===== config.mk =====
export PLATFORM = sky130hd
export DESIGN_NAME = quad_dac_ctrl
export DESIGN_NICKNAME = d
export VERILOG_FILES = /design/src/rtl/qdc_pkg.sv /design/src/rtl/qdc_seq.sv /design/src/rtl/qdc_chan.sv /design/src/rtl/qdc_power.sv /design/src/rtl/quad_dac_ctrl.sv
export SDC_FILE = /design/constraint.sdc
export NUM_CORES = 1
export LEC_CHECK = 0
export ABC_AREA = 1
export BUFFER_PORTS_ARGS = -buffer_cell sky130_fd_sc_hd__buf_2
export CORE_UTILIZATION = 25
export CTS_CLUSTER_SIZE = 12
export DETAILED_ROUTE_END_ITERATION = 10
export PLACE_DENSITY = 0.52
export SYNTH_ARGS = -nofsm -noshare
export SYNTH_HDL_FRONTEND = slang
export SYNTH_SLANG_ARGS = --single-unit

===== constraint.sdc =====
create_clock -name clk -period 2.6 [get_ports clk]
set_clock_uncertainty 0.15 [all_clocks]
set_input_delay 0.52 -clock clk [delete_from_list [all_inputs] [get_ports clk]]
set_output_delay 0.52 -clock clk [all_outputs]
set_load 0.005 [all_outputs]

===== src/rtl/qdc_pkg.sv =====
package qdc_pkg;
    typedef enum logic [3:0] {
        OP_WR_CODE = 4'b0000,
        OP_WR_SPAN = 4'b0001,
        OP_UPDATE  = 4'b0010,
        OP_RD_SPAN = 4'b1010,
        OP_SLEEP   = 4'b1110
    } op_e;

    typedef enum logic [1:0] {
        S_IDLE,
        S_OPEN,
        S_DONE,
        S_ABORT
    } st_e;

    localparam int ADDR_W = 4;
    localparam logic [ADDR_W-1:0] ADDR_ALL = 4'hF;
endpackage


===== src/rtl/qdc_seq.sv =====
module qdc_seq
    import qdc_pkg::*;
#(
    parameter int DATA_W = 16
) (
    input  logic              clk,
    input  logic              rst_n,
    input  logic              clr_n,
    input  logic              cs_n,
    input  logic              cmd_valid,
    input  logic [3:0]        cmd,
    input  logic [ADDR_W-1:0] addr,
    input  logic [DATA_W-1:0] data,
    output logic              exec_q,
    output logic [3:0]        cmd_q,
    output logic [ADDR_W-1:0] addr_q,
    output logic [DATA_W-1:0] data_q
);
    st_e  state, nxt;
    logic accept;

    always_ff @(posedge clk or negedge rst_n) begin
        if (!rst_n) state <= S_IDLE;
        else        state <= nxt;
    end

    always_comb begin
        nxt = state;
        unique case (state)
            S_IDLE:  if (!cs_n) nxt = clr_n ? S_OPEN : S_ABORT;
            S_OPEN: begin
                if (!clr_n)         nxt = S_ABORT;
                else if (cs_n)      nxt = S_IDLE;
                else if (cmd_valid) nxt = S_DONE;
            end
            S_DONE:  if (cs_n) nxt = S_IDLE;
            S_ABORT: if (cs_n) nxt = S_IDLE;
        endcase
    end

    assign accept = (state == S_OPEN) && !cs_n && cmd_valid && clr_n;

    always_ff @(posedge clk or negedge rst_n) begin
        if (!rst_n) begin
            exec_q <= 1'b0;
            cmd_q  <= '0;
            addr_q <= '0;
            data_q <= '0;
        end else if (!clr_n) begin
            exec_q <= 1'b0;
            cmd_q  <= '0;
            addr_q <= '0;
            data_q <= '0;
        end else begin
            exec_q <= accept;
            if (accept) begin
                cmd_q  <= cmd;
                addr_q <= addr;
                data_q <= data;
            end
        end
    end

    // a clear inside an open frame prevents any later execution in it
    assert_abort_blocks_R6: assert property (@(posedge clk) disable iff (!rst_n)
        (!clr_n && !cs_n) |=> ##1 !exec_q);
    // one execution per frame
    assert_single_exec_R12: assert property (@(posedge clk) disable iff (!rst_n)
        exec_q |=> !exec_q);
    assert_exec_in_done_R12: assert property (@(posedge clk) disable iff (!rst_n)
        exec_q |-> state == S_DONE);
endmodule


===== src/rtl/qdc_chan.sv =====
module qdc_chan
    import qdc_pkg::*;
#(
    parameter int CODE_W = 16,
    parameter int SPAN_W = 4
) (
    input  logic              clk,
    input  logic              rst_n,
    input  logic              clr_n,
    input  logic              exec,
    input  logic              sel,
    input  logic [3:0]        op,
    input  logic [CODE_W-1:0] code_wr,
    input  logic [SPAN_W-1:0] span_wr,
    input  logic              load_n,
    output logic [CODE_W-1:0] code_act,
    output logic [SPAN_W-1:0] span_act,
    output logic              asleep
);
    logic [CODE_W-1:0] code_in;
    logic [SPAN_W-1:0] span_in;
    logic              hit, do_xfer;

    assign hit     = exec && sel && clr_n;
    assign do_xfer = !load_n || (hit && op == OP_UPDATE);

    always_ff @(posedge clk or negedge rst_n) begin
        if (!rst_n) begin
            code_in <= '0;
            span_in <= '0;
        end else if (hit) begin
            if (op == OP_WR_CODE) code_in <= code_wr;
            if (op == OP_WR_SPAN) span_in <= span_wr;
        end
    end

    always_ff @(posedge clk or negedge rst_n) begin
        if (!rst_n) begin
            code_act <= '0;
            span_act <= '0;
            asleep   <= 1'b0;
        end else if (!clr_n) begin
            code_act <= '0;
            span_act <= '0;
        end else if (do_xfer) begin
            code_act <= code_in;
            span_act <= span_in;
            asleep   <= 1'b0;
        end else if (hit && op == OP_SLEEP) begin
            asleep <= 1'b1;
        end
    end

    // clear empties the active stage and keeps the input stage
    assert_clear_active_R5: assert property (@(posedge clk) disable iff (!rst_n)
        !clr_n |=> (code_act == '0) && (span_act == '0));
    assert_clear_keeps_input_R5: assert property (@(posedge clk) disable iff (!rst_n)
        !clr_n |=> $stable(code_in) && $stable(span_in));
    // an update wakes the channel with the input values
    assert_update_wakes_R10: assert property (@(posedge clk) disable iff (!rst_n)
        (hit && op == OP_UPDATE) |=> !asleep && code_act == $past(code_in));
    // sleep leaves active values untouched
    assert_sleep_holds_R8: assert property (@(posedge clk) disable iff (!rst_n)
        (hit && op == OP_SLEEP && load_n) |=> asleep && $stable(code_act));
endmodule


===== src/rtl/qdc_power.sv =====
module qdc_power #(
    parameter int NCH = 4
) (
    input  logic [NCH-1:0]   asleep,
    output logic [NCH/2-1:0] ref_en
);
    for (genvar p = 0; p < NCH / 2; p++) begin : g_pair
        assign ref_en[p] = !(asleep[2*p] && asleep[2*p+1]);
    end
endmodule


===== src/rtl/quad_dac_ctrl.sv =====
module quad_dac_ctrl
    import qdc_pkg::*;
#(
    parameter int NCH    = 4,
    parameter int CODE_W = 16,
    parameter int SPAN_W = 4,
    parameter int RB_W   = 16
) (
    input  logic                  clk,
    input  logic                  rst_n,
    input  logic                  clr_n,
    input  logic                  cs_n,
    input  logic                  cmd_valid,
    input  logic [3:0]            cmd,
    input  logic [3:0]            addr,
    input  logic [CODE_W-1:0]     data,
    input  logic                  load_n,
    input  logic                  low_supply,
    output logic [NCH*CODE_W-1:0] code_act_o,
    output logic [NCH*SPAN_W-1:0] span_act_o,
    output logic [NCH-1:0]        pwr_en_o,
    output logic [NCH/2-1:0]      ref_en_o,
    output logic                  integ_n_o,
    output logic [RB_W-1:0]       rdbk_o
);
    localparam int SLP_BIT = SPAN_W;

    logic              exec_q;
    logic [3:0]        cmd_q;
    logic [ADDR_W-1:0] addr_q;
    logic [CODE_W-1:0] data_q;
    logic [NCH-1:0]    sel, asleep;
    logic              addr_ok, rd_hit, upd_ok;
    logic [SPAN_W-1:0] rd_span;
    logic              rd_slp;

    qdc_seq #(.DATA_W(CODE_W)) u_seq (
        .clk(clk), .rst_n(rst_n), .clr_n(clr_n), .cs_n(cs_n),
        .cmd_valid(cmd_valid), .cmd(cmd), .addr(addr), .data(data),
        .exec_q(exec_q), .cmd_q(cmd_q), .addr_q(addr_q), .data_q(data_q)
    );

    for (genvar i = 0; i < NCH; i++) begin : g_ch
        assign sel[i] = (addr_q == ADDR_ALL) || (addr_q == ADDR_W'(i));
        qdc_chan #(.CODE_W(CODE_W), .SPAN_W(SPAN_W)) u_chan (
            .clk(clk), .rst_n(rst_n), .clr_n(clr_n), .exec(exec_q),
            .sel(sel[i]), .op(cmd_q), .code_wr(data_q),
            .span_wr(data_q[SPAN_W-1:0]), .load_n(load_n),
            .code_act(code_act_o[i*CODE_W +: CODE_W]),
            .span_act(span_act_o[i*SPAN_W +: SPAN_W]),
            .asleep(asleep[i])
        );
    end

    qdc_power #(.NCH(NCH)) u_power (.asleep(asleep), .ref_en(ref_en_o));

    assign pwr_en_o = ~asleep;
    assign addr_ok  = |sel;
    assign upd_ok   = exec_q && clr_n && cmd_q == OP_UPDATE && addr_ok;
    assign rd_hit   = exec_q && clr_n && cmd_q == OP_RD_SPAN && addr_q != ADDR_ALL && addr_ok;

    always_comb begin
        rd_span = '0;
        rd_slp  = 1'b0;
        for (int i = 0; i < NCH; i++) begin
            if (addr_q == ADDR_W'(i)) begin
                rd_span = span_act_o[i*SPAN_W +: SPAN_W];
                rd_slp  = asleep[i];
            end
        end
    end

    always_ff @(posedge clk or negedge rst_n) begin
        if (!rst_n)                     integ_n_o <= 1'b0;
        else if (!clr_n || low_supply)  integ_n_o <= 1'b0;
        else if (upd_ok)                integ_n_o <= 1'b1;
    end

    always_ff @(posedge clk or negedge rst_n) begin
        if (!rst_n) rdbk_o <= '0;
        else if (rd_hit) begin
            rdbk_o          <= '0;
            rdbk_o[SLP_BIT] <= rd_slp;
            rdbk_o[SPAN_W-1:0] <= rd_span;
        end
    end

    // clear or low supply forces the flag low
    assert_flag_low_R7: assert property (@(posedge clk) disable iff (!rst_n)
        (!clr_n || low_supply) |=> !integ_n_o);
    // the flag rises only following an executed update
    assert_flag_rise_R7: assert property (@(posedge clk) disable iff (!rst_n)
        $rose(integ_n_o) |-> $past(exec_q));
    // a pair's reference stays on while either channel is awake
    for (genvar p = 0; p < NCH / 2; p++) begin : g_chk
        assert_ref_pair_R9: assert property (@(posedge clk) disable iff (!rst_n)
            (pwr_en_o[2*p] || pwr_en_o[2*p+1]) |-> ref_en_o[p]);
    end
endmodule


==> results of run 1 <==
-- power by group through the flow --
stage	Sequential [mW]	Clock (mW)	Combinational (mW)
after floorplan	3.23	0	0.285
after global placement	3.23	0	0.492
after detailed placement	3.23	0	0.498
after CTS	3.17	2.73	0.501
after global routing	3.18	2.86	0.556
final	3.18	2.68	0.488
-- logic make-up (layout without fill, tap and decap cells) --
group | after synthesis | in the layout | synth area share (%)
AO/OA/AOI/OAI | 107 | 107 | 6.57
buffers and inverters | 113 | 217 | 6.46
flip-flops | 197 | 197 | 60.4
other | 1 | 11 | 0.0459
AND/OR/NAND/NOR | 467 | 467 | 26.6
-- worst max-delay path: cells and delay by family, from the launching register on --
kind / cells / cell delay [ns]
AND/OR/NAND/NOR: 7 / 1.31
buffers and inverters: 1 / 0.04
flip-flops: 1 / 0.40
-- layer usage --
metal	global-route usage [%]	wire length (µm)	part of all wire, %
met5	0	0	0
met4	4.87	414	1.7
met1	21.7	12000	49
met2	23.8	11200	46
met3	2.40	818	3.4
-- cell usage after synthesis --
cell type	instances	share of area (%)
dfrtp_1	197	60
nor3_1	1	0.061
nand4_1	84	6.4
inv_1	32	1.5
buf_4	21	1.9
inv_2	7	0.32
nor2_4	1	0.14
buf_1	10	0.46
o21ai_0	25	1.5
nand3_1	112	6.9
nand3_2	4	0.49
conb_1	1	0.046
clkbuf_1	23	1.1
nand2_1	243	11
o21ai_1	80	4.9
nor2_2	2	0.15
or2_2	1	0.077
nor3_2	2	0.25
o22ai_1	1	0.077
a21oi_1	1	0.061
buf_2	20	1.2
nand2_2	5	0.38
nor2_1	12	0.55
-- cell type report --
class                   count  area, µm²
repair buffers            146        855
multi-input cells         585       2750
clock inverters            13        133
inverters                  39        146
fillers                  3449      22100
clock buffers              19        453
flip-flops and latches    197       4930
well taps                 435        544
-- worst max path at each step --
stage / from / depth (start not counted) / slack (ns) / endpoint
after floorplan: clr_n / 9 / 0.94 / g_ch[1].u_chan.code_act[0]
after global placement: u_seq.addr_q[3] / 8 / 0.63 / g_ch[0].u_chan.asleep
after detailed placement: clr_n / 10 / 0.59 / g_ch[0].u_chan.asleep
after CTS: u_seq.addr_q[3] / 8 / 0.58 / g_ch[0].u_chan.asleep
after global routing: u_seq.addr_q[3] / 8 / 0.34 / g_ch[0].u_chan.asleep
final: u_seq.addr_q[3] / 8 / 0.60 / g_ch[0].u_chan.asleep
-- through the flow --
| step | hold slack [ns] | setup slack, ns | utilization [%] | instance area, µm² |
|---|---|---|---|---|
| 6_report | 0.141 | 0.598 | 30.8 | 9810 |
| 4_1_cts | 0.127 | 0.582 | 30.8 | 9810 |
| 5_1_grt | 0.130 | 0.342 | 30.8 | 9810 |
| 3_3_place_gp | 0.315 | 0.634 | 28.9 | 9210 |
| 2_1_floorplan | 0.0744 | 0.937 | - | 8210 |
| 3_5_place_dp | 0.322 | 0.588 | 28.9 | 9210 |
-- registers in the layout, indices dropped and copies added, names as in the netlist --
register,cells
u_seq.addr_q,4
u_seq.state,2
rdbk_o,5
u_seq.data_q,16
g_ch.u_chan.code_act,64
g_ch.u_chan.code_in,64
u_seq.exec_q,1
u_seq.cmd_q,4
integ_n_o,1
g_ch.u_chan.span_in,16
g_ch.u_chan.span_act,16
g_ch.u_chan.asleep,4
-- layout by cell type (no fill, tap or decap), types with 7 or more instances in the layout --
cell type	netlist	routed
buf_2	20	120
buf_4	21	20
clkbuf_16	0	17
conb_1	1	11
dfrtp_1	197	197
inv_1	32	32
inv_2	7	7
nand2_1	243	243
nand3_1	112	112
nand4_1	84	84
nor2_1	12	12
o21ai_0	25	25
o21ai_1	80	80
==> flow_results.org, run 1 <==
** Logic synthesis
- Averaged over all synthesized cells, the footprint is 9.23 µm².
- During synthesis, Yosys emitted a total of 0 warnings.
- Yosys cell types :: 23
- Mapped Area :: 8170 µm²
- Number of flip-flops and latches in the synthesized netlist :: 197
- Sequential cells were found to cover 60.4% of the synthesized design area.
- Synthesis produced a netlist whose cell count is 885.

** Route
- DRC marker count from the first detailed-route iteration :: 445
- Remaining DRCs :: 0
- Dividing the detail-routed wire length by the instance count gives 17.0 µm.
- DR pass1 iterations :: 5
- For this block, the via count after detailed routing is 6569.
- Vias/cell :: 4.58
- Antenna-violating nets left :: 0
- Wire length reported by the detailed router :: 24400 µm

** Setup path
- In this run the critical register-to-register path is launched from u_seq.addr_q[3].
- Required time of the critical path :: 2.78 ns
- The setup path with the least slack is of type reg -> reg.
- Along the worst path, the maximum fanout reaches 21.
- The signal on the critical path passes through nor2_1 > nand2_1 > nand2_2 > nand2_1 > nand2_2 > nand2_1 > nand2_1 > inv_1.
- At the worst endpoint, the arrival time is 2.18 ns.
- The worst setup path is launched from a flop.
- R2R setup slack :: 0.60 ns
- Slowest library cell on the worst path :: dfrtp_1
- The most numerous cell type found on the critical path is nand2_1.
- Critical register-to-register path endpoint :: g_ch[0].u_chan.asleep
- The number of cells on the worst reg-to-reg path is 8.
- In this design, the stage delay of the slowest critical-path cell is 0.40 ns.
- The worst setup path is captured at a flop.

** Clock network
- CTS root buf :: clkbuf_16
- CTS saw 197 sinks.
- The longest clock path from root to sink contains 2 buffers.
- TritonCTS created 17 clock buffers.
- The clock tree synthesis step divided the H-tree into 4 levels.
- TritonCTS built the clock tree.
- Clk_lat worst skew :: 0.44 ns
- In this run, post-CTS repair resized a total of 0 instances.
- Post-CTS timing repair inserted 0 buffers for setup.
- Clock-pin slew was measured on the worst setup and hold paths at 0.07 ns.
- Buffers inserted to repair hold after CTS numbered 1.

** Global route
- Total congestion overflow :: 0
- Pin count of the biggest net entering global routing :: 166
- Overall Global Routing Usage :: 15.3%
- Number of antenna violations at the first check in global routing :: 0
- Vias in the first global route :: 6451
- First-pass GRT wire length :: 38700 µm

** Hold path
- End point of the worst hold path :: u_seq.cmd_q[1]
- Hold Path Depth :: 3
- Class of the worst hold path :: in -> reg
- The worst hold path begins at cmd[1].

** Die
- In this run the standard cell core region covers 31900 µm².
- Std cell rows :: 65
- Die width :: 183 µm
- The die covers 33400 µm².
- I/O pin count :: 134
- Height of the die :: 183 µm
- Starting utilization of the core area :: 25.6%

** Power and ir drop
- Net switching power :: 1.68 mW
- Cell internal power was estimated by the tool at 4.66 mW.
- Sequential cells account for 50.1% of the total power.
- Overall power after layout :: 6.34 mW
- Combinational logic burns 7.7% of the power.
- Switching share of power :: 26.6%
- The worst-case IR drop observed on VDD is 0.354 mV.
- Clk network pwr share :: 42.2%
- Summed over all cells, the static leakage comes to 4.99 nW.
- PwrDens :: 646 nW/µm²

** Timing
- RSZ-0062 raised after global routing :: no
- Shortest period the worst path allows :: 2.00 ns
- Part of the cycle the worst path needs :: 77.0%
- Setup tns final :: 0 ns
- Hold violation count in the final report :: 0
- The final-report max-slew violation count is 0.
- For this run, the top clock speed supported by timing is 500 MHz.
- At the pin with the least slew margin, the transition time is 0.761 ns.
- Worst slew margin relative to its limit :: 49.3%
- Setup violations remaining at the end of the flow were counted as 0.

** Cells and area
- Fraction of final layout cells sized beyond drive strength 1 :: 19.9%
- In the final design database the tool counted 1017 nets.
- Compared with the post-synthesis result, the final layout area differs by 20.1%.
- Final antenna diode count :: 0
- The finished layout holds 1434 standard cells, fillers aside.

** Outcome
- Run status :: finished clean

** Job
- Max cap viols :: 0

** Place
- Final estimated routing congestion in global placement :: 0.794
- Summed over all nets, the half-perimeter wirelength after detailed placement is 16200 µm.
- In this run, placement finished with an instance count of 1401.
- In this run the tool buffered the top-level ports with 122 buffer cells.
Note: power is estimated with default switching activity, not from simulation.
==> run 2: changes to the inputs <==
clock period = 2 ns   (was 2.6 ns; I/O delays follow)
==> run 2 against run 1 <==
Net effect: maximum frequency up 13%; critical path depth down 1; largest cell class unchanged; final area up 0.40%; worst hold slack worse by 0.11 ns; sequential share of layout area down 0.20 points.
==> flow_results.org, run 2 (synthesized netlist as in run 1, its figures left out) <==
** Clock network
- The source-to-sink clock delay at the later pin of the worst-skew pair was 0.42 ns (-0.02 ns).
- Post-CTS setup buffers :: 0 (unchanged)
- CTS Sinks :: 197 (unchanged)
- Clock slew seen by the registers of the worst setup and hold paths :: 0.07 ns (about the same)
- The cell sitting at the root of the clock tree is a clkbuf_16.
- CTS H-Tree Depth :: 4 (unchanged)
- The post-cts repair resize count was 0 (unchanged).
- The total clock buffers created by CTS was 17 (unchanged).
- Buffers from clock root to sink, at most :: 2 (unchanged)
- CTS tree :: done

** Die
- Core region area :: 31900 µm² (unchanged)
- I/O pin count :: 134 (unchanged)
- The vertical die dimension came to 183 µm (unchanged).
- Die width :: 183 µm (unchanged)
- The number of rows in the core area was 65 (unchanged).
- Starting utilization of the core area :: 25.6% (unchanged)
- Die footprint :: 33400 µm² (unchanged)

** Timing
- Hold violation count in the final report :: 0 (unchanged)
- The final-layout worst hold slack was 0.0324 ns (-0.109 ns).
- Part of the cycle the worst path needs :: 88.8% (+12 points)
- Worst slew margin relative to its limit :: 57.6% (+8.3 points)
- Endpoints failing setup :: 0 (unchanged)
- The peak clock frequency supported by timing is 563 MHz (+13%).
- RSZ-0062 raised after global routing :: no
- Transition time at the pin with the least slew margin :: 0.636 ns (-0.126 ns)
- The final total negative setup slack came to 0 ns (unchanged).
- Max Transition Viols Final :: 0 (unchanged)
- Shortest period the worst path allows :: 1.78 ns (-0.225 ns)

** Route
- DRC marker count from the first detailed-route iteration :: 472 (+6.1%)
- The number of vias in the routed layout is 6603 (+0.52%).
- WL/cell :: 17.2 µm (+1.2%)
- The detail-routed via count per cell is 4.59 (+0.31%).
- The aggregate routed wire length came to 24800 µm (+1.5%).
- DR pass1 iterations :: 5 (unchanged)
- The number of routed nets with antenna violations was 0 (unchanged).
- Remaining DRCs :: 0 (unchanged)

** Power and ir drop
- The peak supply drop is 0.533 mV (+50%).
- The static leakage was 5.01 nW (+0.31%).
- PwrDens :: 810 nW/µm² (+25%)

** Place
- The weighted congestion at the end of routability-driven global placement was 0.793 (about the same).
- The estimated wirelength of the detail-placed design was 16800 µm (+3.4%).
- Placed instance area :: 9310 µm² (+1.0%)
- The count of input and output buffers is 122 (unchanged).

** Cells and area
- The finished layout cell area came to 9850 µm² (+0.40%).
- Final antenna diode count :: 0 (unchanged)
- Biggest registers after layout :: g_ch.u_chan.code_act (64), g_ch.u_chan.code_in (64)
- Most used cells in the layout excluding fill and tap cells :: nand2_1, dfrtp_1, buf_2, nand3_1, nand4_1
- Fraction of final layout cells sized beyond drive strength 1 :: 20.1% (+0.14 points)
- Leaving out fill and tap cells, the most frequent cell in the layout is nand2_1.
- Layout area overhead :: 20.6%
- Final net count :: 1023 (+0.59%)

** Setup path
- The critical path is of the reg -> reg type.
- STA classifies the critical path startpoint as a flop.
- Worst setup startpoint :: u_seq.state[1]
- The worst register-to-register path begins at u_seq.state[1].
- The required time reported for the critical path endpoint was 2.20 ns (-0.58 ns).
- R2R setup slack :: 0.22 ns (-0.37 ns)
- The critical path ends at u_seq.data_q[14].
- Arrival time of the worst setup path :: 1.98 ns (-0.20 ns)
- Critical-path maximum fanout :: 25 (+19%)
- Endpoint type of the worst setup path :: flop
- Number of cells on the worst reg-to-reg path :: 7 (-1)
- Critical register-to-register path endpoint :: u_seq.data_q[14]

** Global route
- First-pass GRT wire length :: 38600 µm (-0.30%)
- Total congestion overflow :: 0 (unchanged)
- Vias in the first global route :: 6324 (-2.0%)
- Pin count of the biggest net entering global routing :: 112 (-33%)
- Overall Global Routing Usage :: 15.2% (-0.10 points)
- Number of antenna violations at the first check in global routing :: 0 (unchanged)

** Job
- Max cap viols :: 0 (unchanged)

** Hold path
- Class of the worst hold path :: in -> reg
- The cell count of the worst hold path was 3 (unchanged).

** Outcome
- Run status :: finished clean
run 2: cell count changes in the layout (fill, tap and decap cells not counted):
cell        previous run  this run
inv_8                  2         1
bufinv_16              1         0
buf_12                 4         8
buf_4                 20        22
inv_6                  6         3
clkinvlp_4             0         1
clkbuf_1               0         1
run 2: worst min-delay path by stage:
stage	start	to	slack, ns
after global placement	rst_n	g_ch[1].u_chan.code_act[1]	0.20
after floorplan	rst_n	g_ch[0].u_chan.asleep	-0.05
final	cmd[1]	u_seq.cmd_q[1]	0.03
after CTS	cmd[1]	u_seq.cmd_q[1]	0.02
after global routing	data[0]	u_seq.data_q[0]	0.04
after detailed placement	rst_n	u_seq.state[0]	0.21
run 2: through the flow:
| step | setup WS (ns) | total power, mW | instances | utilization (%) |
|---|---|---|---|---|
| floorplan | 0.457 | 4.56 | 895 | - |
| global route | 0.0403 | 8.30 | 1437 | 30.9 |
| finish | 0.224 | 7.98 | 1437 | 30.9 |
| detailed placement | 0.143 | 4.88 | 1407 | 29.2 |
| CTS | 0.188 | 8.06 | 1437 | 30.9 |
| global placement | 0.151 | 4.87 | 1407 | 29.2 |
run 2: per-layer routing:
metal	up-vias	routed length, µm	GRT usage (%)
li1	3190	-	-
met1	3227	11800	21.2
met2	171	11600	24.2
met3	15	1010	2.68
met4	0	320	3.80
met5	-	0	0
run 2: power by group:
part	internal, mW	switching, mW	leakage, nW
registers	4.07	0.0562	2.75
logic	0.175	0.489	2.00
clock network	1.66	1.52	0.261
total	5.91	2.07	5.01
run 2: critical path, cell delays in order, from the launching register on:
cell,delay [ns]
dfrtp_1,0.40
inv_1,0.09
nand2_1,0.09
nor2_1,0.17
nand3_1,0.11
inv_2,0.38
nand2_1,0.20
o21ai_0,0.12
run 2: timing repair:
action | 4_1_cts | 5_1_grt
setup endpoints to repair | 0 | 0
hold buffers | 1 | 0
endpoints found under the hold margin | 31 | 0
run 2: layout make-up:
| type | instances | area (µm²) |
|---|---|---|
| fillers | 3426 | 22000 |
| repair buffers | 152 | 950 |
| flip-flops and latches | 197 | 4930 |
| multi-input cells | 585 | 2750 |
| inverters | 39 | 146 |
| well taps | 435 | 544 |
| clock inverters | 9 | 72.6 |
| clock buffers | 20 | 457 |
